[src/rtl/icap_pkg.sv]
package icap_pkg;
  localparam int unsigned NCH = 4;

  typedef enum logic [1:0] {
    EDGE_OFF  = 2'b00,
    EDGE_RISE = 2'b01,
    EDGE_FALL = 2'b10,
    EDGE_BOTH = 2'b11
  } edge_sel_e;

  // last channel sits at the top field, the rest descend from just below it
  function automatic int unsigned fld_lsb(int unsigned ch);
    return (ch == NCH - 1) ? 2 * (NCH - 1) : 2 * (NCH - 2) - 2 * ch;
  endfunction
endpackage

[src/rtl/icap_edge.sv]
module icap_edge
  import icap_pkg::*;
(
  input  logic      clk_i,
  input  logic      rst_ni,
  input  logic      pin_i,
  input  edge_sel_e sel_i,
  input  logic      en_i,
  output logic      hit_o
);
  logic s1_q, s2_q, prev_q;
  logic rise, fall, match;

  always_ff @(posedge clk_i or negedge rst_ni) begin
    if (!rst_ni) begin
      s1_q   <= 1'b0;
      s2_q   <= 1'b0;
      prev_q <= 1'b0;
    end else begin
      s1_q   <= pin_i;
      s2_q   <= s1_q;
      prev_q <= s2_q;
    end
  end

  assign rise = s2_q & ~prev_q;
  assign fall = ~s2_q & prev_q;

  always_comb begin
    unique case (sel_i)
      EDGE_OFF:  match = 1'b0;
      EDGE_RISE: match = rise;
      EDGE_FALL: match = fall;
      EDGE_BOTH: match = rise | fall;
    endcase
  end

  assign hit_o = en_i & match;
endmodule

[src/rtl/icap_chan.sv]
module icap_chan #(
  parameter int unsigned CNT_W = 16
) (
  input  logic             clk_i,
  input  logic             rst_ni,
  input  logic             hit_i,
  input  logic             block_i,
  input  logic [CNT_W-1:0] cnt_i,
  output logic [CNT_W-1:0] cap_o,
  output logic             pend_o,
  output logic [CNT_W-1:0] pend_val_o
);
  logic [CNT_W-1:0] cap_q, pend_val_q, load_val;
  logic             pend_q, load;

  always_comb begin
    load     = 1'b0;
    load_val = cnt_i;
    if (!block_i) begin
      if (hit_i) begin
        load = 1'b1;
      end else if (pend_q) begin
        load     = 1'b1;
        load_val = pend_val_q;
      end
    end
  end

  // capture contents survive reset
  always_ff @(posedge clk_i) begin
    if (load) cap_q <= load_val;
  end

  always_ff @(posedge clk_i or negedge rst_ni) begin
    if (!rst_ni) begin
      pend_q     <= 1'b0;
      pend_val_q <= '0;
    end else if (block_i) begin
      if (hit_i) begin
        pend_q     <= 1'b1;
        pend_val_q <= cnt_i;
      end
    end else begin
      pend_q <= 1'b0;
    end
  end

  assign cap_o      = cap_q;
  assign pend_o     = pend_q;
  assign pend_val_o = pend_val_q;
endmodule

[src/rtl/icap_unit.sv]
module icap_unit
  import icap_pkg::*;
#(
  parameter int unsigned CNT_W  = 16,
  parameter int unsigned DATA_W = 8,
  parameter int unsigned ADDR_W = 4
) (
  input  logic              clk_i,
  input  logic              rst_ni,
  input  logic [NCH-1:0]    pin_i,
  input  logic              ch4_en_i,
  input  logic [ADDR_W-1:0] addr_i,
  input  logic              rd_i,
  input  logic              we_i,
  input  logic [DATA_W-1:0] wdata_i,
  output logic [DATA_W-1:0] rdata_o,
  output logic [CNT_W-1:0]  cnt_o
);
  localparam int unsigned CTRL_W = 2 * NCH;
  localparam logic [ADDR_W-1:0] CTRL_ADDR = '0;

  logic [CTRL_W-1:0]           ctrl_q;
  logic [CNT_W-1:0]            cnt_q;
  logic [NCH-1:0]              hit, block, pend_q;
  logic [NCH-1:0][CNT_W-1:0]   cap_q, pend_val;

  always_ff @(posedge clk_i or negedge rst_ni) begin
    if (!rst_ni) begin
      cnt_q  <= '0;
      ctrl_q <= '0;
    end else begin
      cnt_q <= cnt_q + 1'b1;
      if (we_i && addr_i == CTRL_ADDR) ctrl_q <= wdata_i[CTRL_W-1:0];
    end
  end

  for (genvar ch = 0; ch < NCH; ch++) begin : g_ch
    localparam int unsigned LSB = fld_lsb(ch);
    localparam logic [ADDR_W-1:0] HI_ADDR = ADDR_W'(2 + 2 * ch);
    logic en;

    if (ch == NCH - 1) begin : g_gated
      assign en = ch4_en_i;
    end else begin : g_free
      assign en = 1'b1;
    end

    assign block[ch] = rd_i && addr_i == HI_ADDR;

    icap_edge u_edge (
      .clk_i  (clk_i),
      .rst_ni (rst_ni),
      .pin_i  (pin_i[ch]),
      .sel_i  (edge_sel_e'(ctrl_q[LSB +: 2])),
      .en_i   (en),
      .hit_o  (hit[ch])
    );

    icap_chan #(.CNT_W(CNT_W)) u_chan (
      .clk_i      (clk_i),
      .rst_ni     (rst_ni),
      .hit_i      (hit[ch]),
      .block_i    (block[ch]),
      .cnt_i      (cnt_q),
      .cap_o      (cap_q[ch]),
      .pend_o     (pend_q[ch]),
      .pend_val_o (pend_val[ch])
    );
  end

  always_comb begin
    rdata_o = '0;
    if (addr_i == CTRL_ADDR) rdata_o = DATA_W'(ctrl_q);
    for (int ch = 0; ch < NCH; ch++) begin
      if (addr_i == ADDR_W'(2 + 2 * ch)) rdata_o = cap_q[ch][CNT_W-1:DATA_W];
      if (addr_i == ADDR_W'(3 + 2 * ch)) rdata_o = cap_q[ch][DATA_W-1:0];
    end
  end

  assign cnt_o = cnt_q;
endmodule

[config.mk]
export PLATFORM = sky130hd
export DESIGN_NAME = icap_unit
export DESIGN_NICKNAME = d
export VERILOG_FILES = /design/src/rtl/icap_pkg.sv /design/src/rtl/icap_edge.sv /design/src/rtl/icap_chan.sv /design/src/rtl/icap_unit.sv
export SDC_FILE = /design/constraint.sdc
export NUM_CORES = 1
export LEC_CHECK = 0
export BUFFER_PORTS_ARGS = -buffer_cell sky130_fd_sc_hd__buf_2
export CAP_MARGIN = 20
export CORE_ASPECT_RATIO = 1.2
export CORE_MARGIN = 2
export CORE_UTILIZATION = 55
export DETAILED_ROUTE_END_ITERATION = 10
export PLACE_DENSITY = 0.76
export SYNTH_ARGS = -nofsm -noshare
export SYNTH_HDL_FRONTEND = slang
export SYNTH_SLANG_ARGS = --single-unit
[constraint.sdc]
create_clock -name clk_i -period 2.6 [get_ports clk_i]
set_input_delay 0.52 -clock clk_i [delete_from_list [all_inputs] [get_ports clk_i]]
set_output_delay 0.52 -clock clk_i [all_outputs]
set_load 0.02 [all_outputs]
==> Word-level counts from Yosys, hierarchy flattened <==
Cells that the tools add are included.
{ "totals": {"mem_bits_rw": 0, "memories": 0, "romBits": 0, "latchBits": 0, "word_cells": 131, "output_inout_bits": 24, "register_bits": 168} }
{ "op_classes": {"muxes": 45, "magnitude_cmp": 0, "add_sub_neg": 1, "shifts": 0, "n_div": 0, "reduce_logical": 14, "bitwise_logic": 21, "mul": 0, "n_eq_ne": 24} }
{ "ops": {"columns": ["op", "count"], "rows": [
  ["16-bit 2-to-1 mux", 12],
  ["8-bit 2-to-1 mux", 9],
  ["1-bit 2-to-1 mux", 20],
  ["16-bit by 1-bit adder with 16-bit output (second input constant)", 1],
  ["2-bit == test (second input constant)", 8],
  ["4-bit by 3-bit == test with 1-bit output (second input constant)", 4],
  ["1-bit one-hot mux with 4 select lines", 4],
  ["1-bit bitwise AND", 9],
  ["2-bit by 1-bit == test with 1-bit output (second input constant)", 4],
  ["4-bit by 2-bit == test with 1-bit output (second input constant)", 2],
  ["4-bit == test (second input constant)", 2],
  ["2-bit zero test", 4],
  ["2-bit by 1-bit != test with 1-bit output (second input constant)", 4],
  ["1-bit inverter", 8],
  ["2-bit AND reduction", 4],
  ["1-bit logical AND", 5],
  ["4-bit zero test", 1],
  ["1-bit bitwise OR", 4]
]} }

==> Longest topological paths before layout <==
{ "depth": {"ltp_word": 10, "ltp_mapped": 8, "mapped_depth_nobuf": 6} }

==> By module <==
From an unflattened synthesis, not the netlist that was laid out.
{ "unflattened": {"cells_unflattened": 528, "area_unflattened_um2": 7682.4} }
{ "by_module_without_submodules": {"columns": ["module", "seq_area_each_um2", "cells_each", "instances", "area_each_um2"], "rows": [
  ["icap_chan", 905.9, 72, 4, 1321.3],
  ["icap_unit", 600.6, 192, 1, 1846.8],
  ["icap_edge", 75.1, 12, 4, 137.6]
]} }

==> Worst setup path after synthesis <==
OpenSTA, ideal clock, no wires.
{ "synth_path": {"path_type": "register to register", "start": "reg g_ch[3].u_edge.prev_q", "end": "reg g_ch[3].u_chan.cap_q[0], enable pin", "period_less_slack_ns": 2.563, "setup_slack_ns": 0.037, "t_arrival_ns": 2.164, "path_stages_with_launch": 7, "cell_sequence": "dfrtp_1 -> inv_1 -> ha_1 -> nand2b_1 -> a311o_1 -> nor2b_1 -> a31oi_1"} }
{ "synth_between": {"elab_chain_len": 7} }
{ "synth_rtl": {"columns": ["item", "line", "source"], "rows": [
  ["start: declaration", "icap_edge.sv:11", "logic s1_q, s2_q, prev_q;"],
  ["start signal: assignment", "icap_edge.sv:22", "prev_q <= s2_q;"],
  ["1-bit inverter", "icap_edge.sv:26", "assign rise = s2_q & ~prev_q;"],
  ["1-bit bitwise AND", "icap_edge.sv:26", null],
  ["1-bit bitwise OR", "icap_edge.sv:34", "EDGE_BOTH: match = rise | fall;"],
  ["1-bit one-hot mux with 4 select lines *", "icap_edge.sv:30", "unique case (sel_i)"],
  ["1-bit bitwise AND *", "icap_edge.sv:38", "assign hit_o = en_i & match;"],
  ["1-bit 2-to-1 mux *", "icap_chan.sv:20", "if (hit_i) begin"],
  ["1-bit 2-to-1 mux *", "icap_chan.sv:19", "if (!block_i) begin"],
  ["via g_ch[3].u_chan.load", "icap_chan.sv:14", "logic pend_q, load;"],
  ["end signal: assignment", "icap_chan.sv:31", "if (load) cap_q <= load_val;"],
  ["end: declaration", "icap_chan.sv:13", "logic [CNT_W-1:0] cap_q, pend_val_q, load_val;"]
]} }
The timed path passes the listed nets; every way through them passes the cells marked *.
A chain may end at the register's enable or synchronous reset.

==> Worst setup path after layout <==
{ "layout_path": {"start": "in addr_i[0]", "end": "out rdata_o[7]"} }
{ "layout_between": {"elab_chain_len": 10} }
{ "layout_rtl": {"columns": ["item", "line", "source"], "rows": [
  ["start: declaration", "icap_unit.sv:12", "input logic [ADDR_W-1:0] addr_i,"],
  ["4-bit zero test", "icap_unit.sv:73", "if (addr_i == CTRL_ADDR) rdata_o = DATA_W'(ctrl_q);"],
  ["8-bit 2-to-1 mux", "icap_unit.sv:73", null],
  ["8-bit 2-to-1 mux", "icap_unit.sv:75", "if (addr_i == ADDR_W'(2 + 2 * ch)) rdata_o = cap_q[ch][CNT_W-1:DATA_W];"],
  ["8-bit 2-to-1 mux", "icap_unit.sv:76", "if (addr_i == ADDR_W'(3 + 2 * ch)) rdata_o = cap_q[ch][DATA_W-1:0];"],
  ["8-bit 2-to-1 mux", "icap_unit.sv:75", null],
  ["8-bit 2-to-1 mux", "icap_unit.sv:76", null],
  ["8-bit 2-to-1 mux", "icap_unit.sv:75", null],
  ["8-bit 2-to-1 mux", "icap_unit.sv:76", null],
  ["8-bit 2-to-1 mux", "icap_unit.sv:75", null],
  ["8-bit 2-to-1 mux *", "icap_unit.sv:76", null],
  ["end: declaration", "icap_unit.sv:16", "output logic [DATA_W-1:0] rdata_o,"]
]} }
Mark *: on every way between the ends. The rest lies on a longest branch, timed or not.

==> impl_metrics.csv <==
group,metric,value,unit
global_route,pin_count_of_the_biggest_net_entering_global_routing,41,
cts,clkSlewWorstSetupHoldPaths,0.06,ns
timing,worst_slew_pin_slew,0.9215,ns
global_route,grt.total_usage,23.84,%
cts,cts_buffers,17,
timing,finalSetupTns,0,ns
worst_setup_path,cp_class,"primary input to primary output",
finish,number_of_inserted_diodes,0,
synthesis,syn-cell-area,0.007651,mm^2
cts,numClockSinks,168,
global_route,first_global_vias,4750,
floorplan,floorplan.die.height,133.2,um
worst_setup_path,startpoint_type,"primary input",
global_route,grt_first_pass_wirelength,26610,um
worst_setup_path,r2r_cells,6,
pwr,comb_power_share,8.5,%
floorplan,initial_core_util,55.84,%
pwr,proportion_of_power_drawn_by_the_clock_network,40.7,%
place,routability_congestion,0.8835,
timing,setup_violations,0,
floorplan,chipWidth,111.7,um
cts,insertion_delay,0.43,ns
min_path,holdCritPathClass,"primary input to asynchronous set/reset pin",
floorplan,core_region_area,0.01370,mm^2
finish,num-nets-final,610,
drt,routed_wl,16450,um
synthesis,yosys_warnings,0,
cts,cts.htree.levels,4,
synthesis,synthArstFlopShare,61.90,%
drt,wire_per_inst,21.53,um
worst_setup_path,critPathMaxFanout,17,
drt,detail-route-antenna-nets,0,
pwr,power_report.internal_total,4.646,mW
pwr,share_of_power_burned_in_registers,50.8,%
flow_run,cap_viol_max_count,0,
worst_setup_path,worst_ep_arrival_time,1.97,ns
cts,clock_tree_buffer_depth,2,
global_route,top_usage_layer,"met2",
drt,first_pass_iters,5,
timing,post-route-period-util,95.77,%
global_route,groute.layer.met1.usage,30.18,%
drt,detailedRoute.firstIterationViolations,280,
floorplan,core.rowCount,47,
drt,detailroute.via_count,4600,
timing,finalClockSkew,0.008599,ns
finish,fillers,983,
drt,via_per_inst,6.021,
place,dp_worst_setup_slack,0.06014,ns
worst_setup_path,crit_end_category,"primary output",
synthesis,post_synth_num_cell_types,57,
global_route,grt_overflow,0,
synthesis,synth.yosys.seq_area_share,59.13,%
pwr,p_leak,3.907,nW
pwr,vdd_drop_max,0.0004675,V
place,buffer_ports.inserted,44,
outcome,status,"finished, final reports clean",
timing,relSlewSlack,38.57,%
synthesis,syn_avg_cell_area,14.46,um^2
pwr,switching_share,23.41,%
floorplan,dieArea,0.01487,mm^2
worst_setup_path,required_time_reported_for_the_critical_path_endpoint,2.08,ns
cts,master_cell_of_the_clock_root_buffer,"clkbuf_16",
timing,timing_max_transition_violations_final,0,
global_route,number_of_antenna_violations_at_the_first_check_in_global_routing,0,
pwr,switching_power,1.420,mW
synthesis,synth.largest_area_cell,"dfrtp_1",
synthesis,synth_top_cell_area_share,34.01,%
cts,postCtsHoldBufs,0,
timing,final_worst_setup_slack,0.1101,ns
timing,final-hold-violation-count,0,
synthesis,top_flip_flop_cell_by_instance_count_after_synthesis,"dfrtp_1",
finish,flow.area_growth_from_synthesis,14.54,%
timing,post-route-min-period,2.490,ns
synthesis,synth-seq-cells,168,
pwr,power_density,692.3,mW/mm^2
global_route,globalRouteMet2Util,40.03,%
global_route,globalRouteMet3Util,5.505,%
timing,max_freq,401.6,MHz
synthesis,synth-edff-count,64,
place,post-dp-hpwl,10960,um
cts,tritoncts,"done",
timing,rsz0062_at_grt,"no",
synthesis,synth_nets,559,
floorplan,num_io_pins,45,
synthesis,synth_area_leaders,"dfrtp_1 (34%), edfxtp_1 (25%), mux2_2 (10%), mux2_1 (9.4%), mux2_4 (2.0%)",
finish,fraction_of_layout_instances_using_a_drive_strength_above_1,33.05,%
synthesis,syn-instance-count,529,
drt,detail_route.drc_violations,0,
logic make-up (layout without fill, tap and decap cells):
group	after synthesis	count (layout)	share of synthesized area (%)
multiplexers	149	149	22.32
AO/OA/AOI/OAI	56	56	5.642
XOR/XNOR	14	14	1.603
adder cells (fa/ha/maj)	9	9	1.472
AND/OR/NAND/NOR	81	81	6.672
flip-flops	168	168	59.13
buffers and inverters	52	116	3.156
what timing repair did:
action / 4_1_cts / 5_1_grt
setup endpoints to repair: 0 / 6
buffers inserted: 0 / 1
resized for setup: 0 / 2
power groups by stage:
stage / combinational, mW / sequential [mW] / clock (mW)
3_5_place_dp: 0.510 / 3.13 / 0
4_1_cts: 0.513 / 3.08 / 2.51
6_report: 0.518 / 3.08 / 2.47
2_1_floorplan: 0.330 / 3.08 / 0
5_1_grt: 0.567 / 3.10 / 2.63
3_3_place_gp: 0.495 / 3.12 / 0
path summary, 6_finish.rpt:
check,startpoint,slack [ns],end
max in group asynchronous,rst_ni,1.92,ctrl_q[1]
min reg2reg,g_ch[3].u_edge.s1_q,0.35,g_ch[3].u_edge.s2_q
max reg2reg,g_ch[1].u_edge.s2_q,0.38,g_ch[1].u_chan.cap_o[2]
max,addr_i[0],0.11,rdata_o[7]
min,rst_ni,0.02,g_ch[1].u_edge.s1_q
min in group clk_i,pin_i[1],0.19,g_ch[1].u_edge.s1_q
state kept, by name, summed over array words and instances (netlist names):
name	count
g_ch.u_chan.cap_o	64
g_ch.u_chan.pend_val_o	64
cnt_o	16
ctrl_q	8
g_ch.u_chan.pend_o	4
g_ch.u_edge.prev_q	4
g_ch.u_edge.s1_q	4
g_ch.u_edge.s2_q	4
Yosys cell counts, drive strengths merged (2+ instances only):
| library cell | count |
|---|---|
| mux2i | 6 |
| ha | 9 |
| xor2 | 4 |
| inv | 15 |
| a21oi | 12 |
| o221ai | 12 |
| and3 | 3 |
| and2 | 3 |
| o2bb2ai | 2 |
| nor2 | 15 |
| or3b | 2 |
| nor2b | 10 |
| mux2 | 143 |
| nand4 | 8 |
| nand3b | 2 |
| nand3 | 16 |
| dfrtp | 104 |
| o22ai | 8 |
| a31oi | 4 |
| nand2 | 8 |
| xnor2 | 10 |
| edfxtp | 64 |
| nor3 | 2 |
| o21a | 6 |
| buf | 16 |
| o21ai | 3 |
| clkbuf | 21 |
| nand2b | 7 |
worst max-delay path, cell delays in order:
cell	delay, ns
clkbuf_4	0.20
or3b_1	0.43
a211o_1	0.27
a22oi_1	0.17
o32a_1	0.19
buf_2	0.18
layer usage:
| metal | share of wire [%] | wire length, um |
|---|---|---|
| met4 | 2.2 | 368 |
| met3 | 4.9 | 802 |
| met5 | 0 | 0 |
| met1 | 42 | 6869 |
| met2 | 51 | 8410 |
cell usage in the layout, fill, tap and decap left out, types with 3 or more instances in the layout:
cell type	instances
dfrtp_1	104
mux2_2	69
mux2_1	64
edfxtp_1	64
buf_2	42
buf_4	20
clkbuf_16	17
inv_1	15
nand3_1	12
o221ai_1	12
nor2_1	11
a21oi_1	10
xnor2_1	10
mux2_4	10
nor2b_1	9
ha_1	9
nand2_1	8
o22ai_1	8
nand2b_1	7
nand4_1	6
mux2i_1	6
o21a_1	6
buf_12	6
nand3_2	4
xor2_1	4
and3_1	3
and2_1	3
clkinv_4	3
through the flow:
stage	cells	utilization [%]	instance area [um^2]	hold WS [ns]	power (mW)
after detailed placement	731	59.58	8164	0.3370	3.641
after global placement	731	59.58	8164	0.3330	3.620
after global routing	764	63.96	8763	0.03870	6.297
final	764	63.96	8763	0.01611	6.067
after CTS	763	63.85	8748	0.01725	6.110
after floorplan	529	-	7651	0.2244	3.415
cell type report:
cell class / count / area (um^2) / share of cell area (%)
sequential: 168 / 4524 / 51.63
multi-input combinational: 309 / 2897 / 33.05
timing repair buffer: 69 / 488.0 / 5.568
clock buffer: 21 / 460.4 / 5.254
tap: 171 / 214.0 / 2.441
clock inverter: 11 / 123.9 / 1.413
inverter: 15 / 56.30 / 0.6425
Note: power is estimated with default switching activity, not from simulation.
